## src/rtl/wp_seq_guard.sv

```systemverilog
module wp_seq_guard #(
  parameter int AW = 13,
  parameter int DW = 8,
  parameter logic [AW-1:0] KEY_ADDR_1 = 13'h1555,
  parameter logic [AW-1:0] KEY_ADDR_2 = 13'h0AAA,
  parameter logic [DW-1:0] KEY_DATA_1 = 8'hAA,
  parameter logic [DW-1:0] KEY_DATA_2 = 8'h55,
  parameter logic [DW-1:0] KEY_ARM    = 8'hA0,
  parameter logic [DW-1:0] KEY_OFF    = 8'h20
) (
  input  logic          clk,
  input  logic          rst_n,
  input  logic          wr_valid,
  input  logic [AW-1:0] wr_addr,
  input  logic [DW-1:0] wr_data,
  input  logic          cycle_done,
  output logic          commit_en,
  output logic          cmd_byte,
  output logic          dummy_cycle,
  output logic          protect_on
);

  logic [1:0] step_q;
  logic       auth_q, arm_q, off_q;
  logic       prot_q = 1'b0;
  logic       step_hit, key_end, end_arm, end_off;

  always_comb begin
    case (step_q)
      2'd0:    step_hit = (wr_addr == KEY_ADDR_1) && (wr_data == KEY_DATA_1);
      2'd1:    step_hit = (wr_addr == KEY_ADDR_2) && (wr_data == KEY_DATA_2);
      default: step_hit = (wr_addr == KEY_ADDR_1) &&
                          ((wr_data == KEY_ARM) || (wr_data == KEY_OFF));
    endcase
  end

  assign cmd_byte    = wr_valid && !auth_q && step_hit;
  assign key_end     = cmd_byte && (step_q == 2'd2);
  assign end_arm     = key_end && (wr_data == KEY_ARM);
  assign end_off     = key_end && (wr_data == KEY_OFF);
  assign commit_en   = wr_valid && !cmd_byte && (!prot_q || auth_q);
  assign dummy_cycle = wr_valid && !cmd_byte && prot_q && !auth_q;
  assign protect_on  = prot_q;

  always_ff @(posedge clk) begin
    if (!rst_n) begin
      step_q <= 2'd0;
      auth_q <= 1'b0;
      arm_q  <= 1'b0;
      off_q  <= 1'b0;
    end else begin
      if (wr_valid && !auth_q)
        step_q <= (cmd_byte && !key_end) ? step_q + 2'd1 : 2'd0;
      if (end_arm)         auth_q <= 1'b1;
      else if (cycle_done) auth_q <= 1'b0;
      if (end_arm)         {arm_q, off_q} <= 2'b10;
      else if (end_off)    {arm_q, off_q} <= 2'b01;
      else if (cycle_done) {arm_q, off_q} <= 2'b00;
    end
  end

  always_ff @(posedge clk) begin
    if (rst_n && cycle_done) begin
      if (arm_q)      prot_q <= 1'b1;
      else if (off_q) prot_q <= 1'b0;
    end
  end

endmodule


```

## config.mk

```make
export PLATFORM = sky130hd
export DESIGN_NAME = wp_seq_guard
export DESIGN_NICKNAME = d
export VERILOG_FILES = /design/src/rtl/wp_seq_guard.sv
export SDC_FILE = /design/constraint.sdc
export NUM_CORES = 1
export LEC_CHECK = 0
export BUFFER_PORTS_ARGS = -buffer_cell sky130_fd_sc_hd__buf_2
export CAP_MARGIN = 40
export CORE_AREA = 10 10 47 49
export CTS_CLUSTER_SIZE = 20
export DETAILED_ROUTE_END_ITERATION = 8
export DIE_AREA = 0 0 57 59
export PLACE_DENSITY = 0.69
export SETUP_SLACK_MARGIN = 0.02
export SYNTH_ARGS = -nofsm -noshare
export SYNTH_HDL_FRONTEND = slang
export SYNTH_SLANG_ARGS = --single-unit
```

## constraint.sdc

```tcl
create_clock -name clk -period 2.65 [get_ports clk]
set_clock_uncertainty 0.2 [all_clocks]
set_input_delay 0.1325 -clock clk [delete_from_list [all_inputs] [get_ports clk]]
set_output_delay 0.1325 -clock clk [all_outputs]
set_load 0.01 [all_outputs]
```

After elaboration in Yosys (flattened, before gate mapping)
Index checks and enable logic that the tools add are counted.
- register bits after elaboration: 6
- bits in latches: 0
- RAM bits: 0
- ROM bits: 0
- bits of input ports: 25
- output and inout bits: 4
- word-level logic and storage cells: 50
- memories: 0
- $add $sub $neg: 1
- $mul: 0
- div/mod/pow operators: 0
- magnitude comparators: 0
- eq/ne operators: 8
- shift-type cells: 0
- muxes and demuxes: 8
- bitwise operators: 1
- reduce and logical (&&, ||, !) cells: 27
- operators by type and width (kind ; count):
    8-bit equality test (second input constant) ; 2
    1-bit logical AND ; 14
    13-bit by 12-bit equality test with 1-bit output (second input constant) ; 1
    13-bit equality test (second input constant) ; 1
    8-bit by 6-bit equality test with 1-bit output (second input constant) ; 1
    8-bit by 7-bit equality test with 1-bit output (second input constant) ; 1
    1-bit two-way mux ; 6
    2-bit nonzero test ; 3
    1-bit zero test ; 4
    3-bit nonzero test ; 1
    2-bit by 1-bit adder with 2-bit output (second input constant) ; 1
    2-bit by 1-bit equality test with 1-bit output (second input constant) ; 1
    2-bit equality test (second input constant) ; 1
    2-bit zero test ; 1
    1-bit logical OR ; 2
    2-bit two-way mux ; 1
    1-bit one-hot mux with 2 select lines ; 1
    2-bit AND reduction ; 1
    2-bit OR reduction ; 1
    1-bit NOT ; 1

Longest topological paths before layout
Gate-level depths: netlist (run 1).
- depth after elaboration: 9
- mapped depth: 7
- depth with buffers taken out: 7

Worst setup path before layout (run 1)
Ideal clock, no wire load.
- kind: flip-flop to flip-flop
- from: register step_q[0]
- to: register off_q
- setup time: 0.067 ns
- arrival time: 1.988 ns
- data required time: 2.383 ns
- slack: 0.395 ns
- cell stages (with the launch flop): 8
- buffers on the path: 0
- clock period less this slack: 2.255 ns
- cells stage by stage: dfxtp_1 -> inv_1 -> ha_1 -> or3_1 -> a211o_1 -> o22a_4 -> or4b_4 -> o21ai_2
- word-level cells in the longest chain between the ends: 6
- elaborated cells between the ends (all ways): 11
- classes of those cells: 2 x eq/ne; 2 x mux; 7 x reduce/logical
- RTL lines (item ; line ; RTL):
    from (decl) ; 23 ; logic [1:0] step_q;
    from (signal assigned) ; 53 ; step_q <= (cmd_byte && !key_end) ? step_q + 2'd1 : 2'd0;
    2-bit by 1-bit equality test with 1-bit output / 2-bit zero test (equally long branches) ; 29 ; case (step_q)
    1-bit one-hot mux with 2 select lines ; 29 ;
    1-bit logical AND ; 37 ; assign cmd_byte = wr_valid && !auth_q && step_hit;
    1-bit logical AND * ; 38 ; assign key_end = cmd_byte && (step_q == 2'd2);
    1-bit logical AND, on equally long branches ; 40, 39 ;
    1-bit two-way mux (tied with other cells) ; 57 ; else if (end_off) {arm_q, off_q} <= 2'b01;
    to (signal assigned) ; 56 ; if (end_arm) {arm_q, off_q} <= 2'b10;
    to (signal assigned) ; 57 ;
    to (signal assigned) ; 58 ; else if (cycle_done) {arm_q, off_q} <= 2'b00;
    to (decl) ; 24 ; logic auth_q, arm_q, off_q;
Every way passes the cells marked *; elsewhere a longest branch is shown, timed or not.
A chain may end at the register's enable or synchronous reset.

Worst setup path in the final report (run 1)
- from: register step_q[0]
- to: output port dummy_cycle
- word-level cells in the longest chain between the ends: 7
- elaborated cells between the ends (all ways): 8
- classes of those cells: 1 x eq/ne; 1 x mux; 6 x reduce/logical
- RTL lines (item ; line ; RTL):
    2-bit by 1-bit equality test with 1-bit output / 2-bit zero test (equally long branches) ; 29 ;
    1-bit one-hot mux with 2 select lines * ; 29 ;
    1-bit logical AND * ; 37 ;
    1-bit zero test * ; 42 ; assign dummy_cycle = wr_valid && !cmd_byte && prot_q && !auth_q;
    1-bit logical AND * (3 in a row) ; 42 ;
    to (decl) ; 19 ; output logic dummy_cycle,
Marked as above.

==> impl_metrics.csv, run 1 <==
group,metric,value,unit
job,cap_violations,0,
timing,final.period_utilization,90.2,%
synthesis,synth-xor-area-share,0,%
timing,worst_pin_slew,293,ps
synthesis,synth-simple-area-share,45.6,%
synthesis,avgSynthCellArea,8.99,um2
timing,fin_ws,259,ps
global_routing,grt_pass1_wl,2460,um
setup_path,arrival,2060,ps
synthesis,seq_area_frac_synth,26.8,%
power,power_density,324,nW/um2
synthesis,synth_edf_count,1,
synthesis,synth_common_cells,"6 x nor4bb_1, 5 x dfxtp_1, 5 x nand2_1",
min_path,min-delay-path-class,"in2reg",
cts,clkLatencyLatePin,260,ps
setup_path,startpoint_type,"register",
global_routing,grt_use_total,8.96,%
place,pre_cts_ws,315,ps
synthesis,yosysWarnings,0,
synthesis,ys_seq_elements,6,
cts,cts_tree,"built",
cts,ctsResizeCount,0,
layout,area_delta_synth_final,44.6,%
layout,stdcell_area,702,um2
cts,cts_max_level,1,
detailed_routing,routedWlPerCell,13.9,um
synthesis,synth_top_family_by_area,"simple AND/OR/NAND/NOR gates",
synthesis,ys.flop_type,"dfxtp_1",
detailed_routing,first_iter_violations,4,
setup_path,critPathMaxFanout,7,
setup_path,cp.required,2320,ps
timing,layout_min_cycle_time,2390,ps
setup_path,crit_chain,"inv_1 > ha_1 > or3_1 > a211o_1 > o22a_4 > and3_1 > buf_2",
synthesis,synthesis.area,485,um2
floorplan,chipWidth,57,um
power,irDropWorstVdd,0.228,mV
floorplan,core_area,1400,um2
timing,rsz0062_at_grt,"false",
layout,multi_input_area,340,um2
synthesis,syn_nets,82,
floorplan,die_y,59,um
setup_path,slowest_delay,340,ps
detailed_routing,viasPerCell,5.20,
floorplan,start_util,34.6,%
timing,holdWs,46.0,ps
setup_path,cp_slowest_cell,"dfxtp_1",
layout,layout-drive-gt1-share,38.2,%
cts,clkTransAtPathRegs,50,ps
global_routing,grt.overflow.total,0,
setup_path,critPathCaptureType,"primary output",
timing,setup_viol,0,
global_routing,grt_max_degree,9,
synthesis,synth_area_leaders,"dfxtp_1 21%, nor4bb_1 12%, ha_1 7.7%",
detailed_routing,vias,546,
cts,cts_root_buffer,"clkbuf_4",
detailed_routing,ant_nets,0,
layout,fillers,145,
timing,max_slew_margin,80.2,%
detailed_routing,drc,0,
floorplan,rows,14,
global_routing,grt_pass1_vias,593,
synthesis,synth_top_area_cell,"dfxtp_1",
synthesis,yosys.cell_count.top_type,"nor4bb_1",
detailed_routing,wl,1460,um
timing,max_freq,418,MHz
cts,cts_made_buffers,3,
place,place_congestion,0.764,
floorplan,io_pins,29,
detailed_routing,dr.pass1.iters,4,
synthesis,synthMuxAreaShare,2.06,%
timing,fin_tns_setup,0,ps
place,post_dp_cell_area,646,um2
cts,cts.sinks,6,
synthesis,synthCells,54,
place,portBuffers,28,
layout,regArea,130,um2
layout,diodes,0,
place,dp_cells,98,
power,leakagePower,0.320,nW
global_routing,grt_antenna_before_repair,0,
synthesis,synth_fa_ha_area_share,7.73,%
cts,cts_max_path_buffers,2,
timing,finalHoldViolations,0,
layout,finalNonFillerCells,105,
timing,finalMaxSlewViolations,0,
synthesis,synth-async-reset-ratio,0,%
layout,num-nets-final,118,
place,place_hpwl,1240,um
run_status,outcome,"complete, no violations",
floorplan,dieArea,3360,um2
setup_path,rrSetupSlack,310,ps
setup_path,critPathKind,"reg2out",
synthesis,synth.top_cell.area_share,20.6,%
synthesis,synth_compound_area_share,14.7,%
synthesis,synthDistinctLibCells,27,
[registers in the layout (all words and copies together) (netlist names)]
register,count
protect_on,1
auth_q,1
step_q,2
off_q,1
arm_q,1
[logic make-up (layout without fill, tap and decap cells)]
family / count (synthesis) / in the layout
AOI/OAI and AO/OA: 8 / 8
adders and majority gates: 3 / 3
buffers and inverters: 4 / 39
DFF: 6 / 6
muxes: 1 / 1
and+or+nand+nor: 32 / 32
[critical path: cells and delay by family, from the launching register on]
kind            cells  cell delay (ps)
compound gates      2              550
simple gates        2              480
flops               1              340
buf+inv             2              210
fa+ha+maj           1              200
[cell usage in the layout, fill, tap and decap left out, types with 3 or more instances in the layout]
cell	count
dfxtp_1	5
nor4bb_1	6
inv_1	4
clkbuf_4	3
nand4_1	3
buf_2	28
dlygate4sd3_1	3
ha_1	3
nand2_1	5
nor2_1	4
[final timing paths]
path | startpoint | to | cells after the start
hold reg to reg | arm_q | protect_on | 0
setup reg to reg | step_q[0] | off_q | 7
hold / removal | wr_data[6] | auth_q | 3
setup / recovery | step_q[0] | dummy_cycle | 7
[power by group]
| part | switching [mW] | internal (mW) | total [mW] |
|---|---|---|---|
| Clock | 0.0385 | 0.0574 | 0.0959 |
| Combinational | 0.0161 | 0.0228 | 0.0390 |
| Sequential | 0.00000000426 | 0.0925 | 0.0925 |
| Total | 0.0547 | 0.173 | 0.227 |
[layer usage]
layer	global-route usage, %	vias to the layer above	part of all wire (%)
met4	5.03	0	1.9
met3	4.94	3	10
li1	-	281	-
met2	15.7	20	50
met1	8.09	242	38
met5	0	-	0
[stage by stage]
stage               power, mW  utilization, %
floorplan               0.105               -
global placement        0.129            46.1
global route            0.243            50.1
finish                  0.227            50.1
detailed placement      0.130            46.1
CTS                     0.233            50.1
[repair_timing]
action	CTS	global route
hold buffers	3	0
hold endpoints to repair	3	0
buffers inserted	0	0
[final cells by class]
type                    count  area share (%)
well taps                  16            2.85
clock buffers               4            3.74
flip-flops and latches      6            18.5
multi-input cells          44            48.5
inverters                   4            2.14
repair buffers             31            24.2
No activity file was read; power rests on OpenSTA's default activity.
==> inputs of run 2 (changes only) <==
clock period = 3 ns   (was 2.65 ns; I/O delays follow)
==> impl_metrics.csv, run 2 (synthesized netlist as in run 1, its figures left out) <==
group,metric,value,unit
run_status,outcome,"complete, no violations",
floorplan,dieArea,3360,um2
cts,cts.sinks,6,
setup_path,critPathCaptureType,"primary output",
global_routing,grt_antenna_before_repair,0,
global_routing,busiest_layer,"met2",
layout,layout-drive-gt1-share,39.1,%
setup_path,crit_chain,"inv_1 > ha_1 > or3_1 > a211o_1 > o22a_4 > and3_1 > buf_2",
power,leakagePower,0.311,nW
layout,final_cell_mix,"28 x buf_2, 6 x nor4bb_1, 5 x nand2_1, 5 x dfxtp_1",
timing,holdWs,15.1,ps
cts,cts_root_buffer,"clkbuf_4",
setup_path,critPathMaxFanout,7,
cts,post_cts_buffers,0,
detailed_routing,vias,552,
global_routing,grt_pass1_wl,2480,um
timing,finalHoldViolations,0,
setup_path,slowest_delay,350,ps
timing,finalMaxSlewViolations,0,
setup_path,critPathKind,"reg2out",
cts,clkLatencyLatePin,250,ps
timing,fin_tns_setup,0,ps
layout,final_common_cell,"buf_2",
global_routing,grtUsageMet3,4.29,%
floorplan,io_pins,29,
cts,clkTransAtPathRegs,50,ps
power,p_comb_share,16.5,%
layout,largest_reg_flops,2,
layout,multi_input_area,340,um2
power,p_int,151,uW
detailed_routing,routedWlPerCell,14.1,um
layout,fillers,152,
min_path,min-delay-path-class,"in2reg",
setup_path,cp.required,2650,ps
layout,stdcell_area,682,um2
timing,worst_pin_slew,280,ps
global_routing,grt.overflow.total,0,
place,place_hpwl,1270,um
timing,max_freq,414,MHz
layout,num-nets-final,116,
timing,max_slew_margin,81.0,%
setup_path,cp_slowest_cell,"dfxtp_1",
timing,final.period_utilization,80.6,%
power,p_sw_share,23.7,%
global_routing,grt_use_total,9.04,%
global_routing,grtUsageMet1,8.70,%
setup_path,startpoint_type,"register",
layout,diodes,0,
detailed_routing,dr.pass1.iters,4,
detailed_routing,viasPerCell,5.36,
cts,cts_max_path_buffers,2,
layout,area_delta_synth_final,40.5,%
global_routing,grt_max_degree,9,
timing,rsz0062_at_grt,"false",
detailed_routing,ant_nets,0,
setup_path,arrival,2070,ps
job,cap_violations,0,
detailed_routing,wl,1460,um
cts,cts_max_level,1,
global_routing,grtUsageMet2,15.7,%
power,p_seq_share,41.3,%
floorplan,core_area,1400,um2
cts,ctsResizeCount,0,
layout,max_flop_register,"step_q",
place,place_congestion,0.765,
floorplan,chipWidth,57,um
cts,cts_tree,"built",
timing,setup_viol,0,
floorplan,start_util,34.6,%
timing,layout_min_cycle_time,2420,ps
floorplan,rows,14,
cts,cts_made_buffers,3,
layout,regArea,130,um2
power,pwr-share-clk,42.2,%
place,portBuffers,28,
floorplan,die_y,59,um
place,post_dp_cell_area,646,um2
global_routing,grt_pass1_vias,603,
detailed_routing,drc,0,
power,p_switching,46.9,uW
power,power_density,290,nW/um2
power,irDropWorstVdd,0.218,mV
detailed_routing,first_iter_violations,3,
-- run 2: cell type report --
type / instances / area share [%]
clock buffers: 4 / 3.85
well taps: 16 / 2.94
multi-input cells: 44 / 49.9
flip-flops and latches: 6 / 19.1
inverters: 4 / 2.20
repair buffers: 29 / 22.0
-- run 2: what timing repair did --
| item | CTS | global route |
|---|---|---|
| setup endpoints to repair | 0 | 0 |
| hold endpoints to repair | 1 | 0 |
| hold buffers | 1 | 0 |
-- run 2: worst max-delay path, delay by kind of cell (launching register included) --
kind            cells  cell delay (ps)
compound gates      2              560
simple gates        2              490
flops               1              350
buf+inv             2              220
fa+ha+maj           1              200
-- run 2: per-layer routing --
metal	up-vias	routed length, um
met5	-	0
li1	281	-
met3	2	123
met2	19	731
met1	250	593
met4	0	9
-- run 2: path summary, 6_finish.rpt --
check / start / endpoint / slack (ps) / cells after the start
min: cycle_done / auth_q / 20 / 3
max: step_q[0] / dummy_cycle / 580 / 7
min reg2reg: arm_q / protect_on / 260 / 0
max reg2reg: step_q[0] / off_q / 660 / 7
-- run 2: per-stage QoR --
stage | power (mW) | utilization [%] | worst slack, ps | std cells
detailed placement | 0.115 | 46.1 | 665 | 98
global placement | 0.114 | 46.1 | 706 | 98
global route | 0.213 | 48.7 | 470 | 103
finish | 0.198 | 48.7 | 583 | 103
CTS | 0.200 | 48.7 | 576 | 103
floorplan | 0.0925 | - | 745 | 54
-- run 2: power by group through the flow --
stage	Sequential (mW)	Combinational [mW]	Clock, mW
after CTS	0.0817	0.0327	0.0851
after global routing	0.0816	0.0361	0.0950
after floorplan	0.0833	0.00921	0
after detailed placement	0.0833	0.0315	0
final	0.0817	0.0326	0.0834
after global placement	0.0833	0.0310	0
==> inputs of run 3 (changes only) <==
clock period = 2.3 ns   (was 3 ns; I/O delays follow)
==> impl_metrics.csv, run 3 (synthesized netlist as in run 1, its figures left out) <==
group,metric,value,unit
floorplan,io_pins,29,
power,irDropWorstVdd,0.235,mV
timing,fin_tns_setup,-42.1,ps
place,post_dp_cell_area,668,um2
layout,final_common_cell,"buf_2",
detailed_routing,wl,1540,um
timing,setup_viol,2,
cts,cts.sinks,6,
cts,cts_made_buffers,3,
timing,final.period_utilization,101,%
cts,cts_root_buffer,"clkbuf_4",
layout,final_core_util,57.5,%
power,pwr-share-clk,42.6,%
detailed_routing,routedWlPerCell,13.6,um
global_routing,grt_use_total,9.18,%
min_path,hold_depth,3,
min_path,min_to,"step_q[1]",
timing,max_slew_margin,79.2,%
layout,multi_input_area,368,um2
layout,finalNonFillerCells,113,
setup_path,rrSetupSlack,-10,ps
setup_path,startpoint_type,"register",
cts,cts_tree,"built",
cts,cts_max_level,1,
floorplan,dieArea,3360,um2
power,leakagePower,0.356,nW
power,p_seq_share,40.3,%
layout,fillers,137,
cts,clkTransAtPathRegs,50,ps
global_routing,grt_antenna_before_repair,0,
power,p_sw_share,24.6,%
timing,holdWs,104,ps
power,p_comb_share,17.1,%
setup_path,reg2regPathDepth,8,
power,p_switching,65.0,uW
global_routing,grt_pass1_wl,2550,um
setup_path,arrival,2010,ps
place,place_congestion,0.782,
timing,max_freq,429,MHz
run_status,violations,"setup timing",
place,portBuffers,28,
global_routing,grt.overflow.total,0,
layout,diodes,0,
place,pre_cts_ws,8.91,ps
setup_path,critPathKind,"reg2out",
layout,num-nets-final,126,
cts,cts_max_path_buffers,2,
timing,rsz0062_at_grt,"true",
timing,finalMaxSlewViolations,0,
run_status,outcome,"complete, but fails checks",
setup_path,r2r_end,"off_q",
floorplan,core_area,1400,um2
global_routing,grtUsageMet2,15.0,%
floorplan,rows,14,
detailed_routing,ant_nets,0,
layout,layout-drive-gt1-share,52.6,%
power,p_int,199,uW
place,place_hpwl,1230,um
setup_path,worst_r2r_startpoint,"step_q[0]",
setup_path,critPathCaptureType,"primary output",
place,dp_cells,101,
detailed_routing,viasPerCell,5.02,
detailed_routing,drc,0,
detailed_routing,dr.pass1.iters,2,
layout,regArea,133,um2
power,power_density,328,nW/um2
timing,fin_ws,-28.9,ps
timing,worst_pin_slew,308,ps
job,cap_violations,0,
timing,finalHoldViolations,0,
floorplan,start_util,34.6,%
detailed_routing,vias,567,
global_routing,grtUsageMet3,3.65,%
global_routing,grt_max_degree,9,
global_routing,busiest_layer,"met2",
layout,max_flop_register,"step_q",
min_path,hold_path_startpoint,"wr_valid",
layout,area_delta_synth_final,66.0,%
setup_path,critPathMaxFanout,3,
floorplan,chipWidth,57,um
detailed_routing,first_iter_violations,4,
timing,layout_min_cycle_time,2330,ps
layout,largest_reg_flops,2,
setup_path,cp.required,1990,ps
cts,clkLatencyLatePin,250,ps
min_path,min-delay-path-class,"in2reg",
global_routing,grt_pass1_vias,572,
floorplan,die_y,59,um
layout,stdcell_area,806,um2
layout,final_cell_mix,"27 x buf_2, 6 x nor4bb_1, 6 x buf_4, 5 x nand2_1",
global_routing,grtUsageMet1,9.92,%
power,p_total,264,uW
## run 3: changes by cell type in the layout (fill, tap and decap cells not counted), sizes merged
cell         before  now
dlygate4sd3       1    3
buf              28   36
## run 3: what timing repair did
action | 4_1_cts | 5_1_grt
gates cloned | 0 | 0
hold endpoints to repair | 5 | 0
pin swaps | 4 | 5
endpoints found under the setup margin | 4 | 5
buffers inserted | 3 | 2
hold buffers | 3 | 0
resized for setup | 11 | 3
## run 3: worst max-delay path by stage
stage | slack [ps] | startpoint | to
floorplan | 50 | step_q[0] | off_q
global placement | 40 | step_q[0] | off_q
detailed placement | 9 | step_q[0] | off_q
CTS | -60 | step_q[0] | off_q
global route | -90 | step_q[0] | dummy_cycle
finish | -30 | step_q[0] | dummy_cycle
## run 3: critical path, cell delays in order, from the launching register on
cell     delay, ps
dfxtp_2        330
inv_2           50
ha_4           150
or3_1          300
a211o_1        300
o22a_4         240
buf_6          120
and3_4         170
buf_6          110
## run 3: area by class of cell
class | count | area share [%]
timing repair buffer | 39 | 30.3
sequential | 6 | 16.5
multi-input combinational | 44 | 45.7
tap | 16 | 2.48
inverter | 4 | 1.86
clock buffer | 4 | 3.26
## run 3: power groups by stage
| stage | logic, mW | registers, mW | clock network, mW |
|---|---|---|---|
| 2_1_floorplan | 0.0120 | 0.109 | 0 |
| 3_3_place_gp | 0.0402 | 0.109 | 0 |
| 3_5_place_dp | 0.0408 | 0.109 | 0 |
| 4_1_cts | 0.0449 | 0.106 | 0.118 |
| 5_1_grt | 0.0503 | 0.106 | 0.122 |
| 6_report | 0.0451 | 0.106 | 0.112 |
## run 3: per-layer routing
layer	vias to the layer above	part of all wire, %
li1	295	-
met1	251	43
met2	19	47
met3	2	9.1
met4	0	0.65
met5	-	0
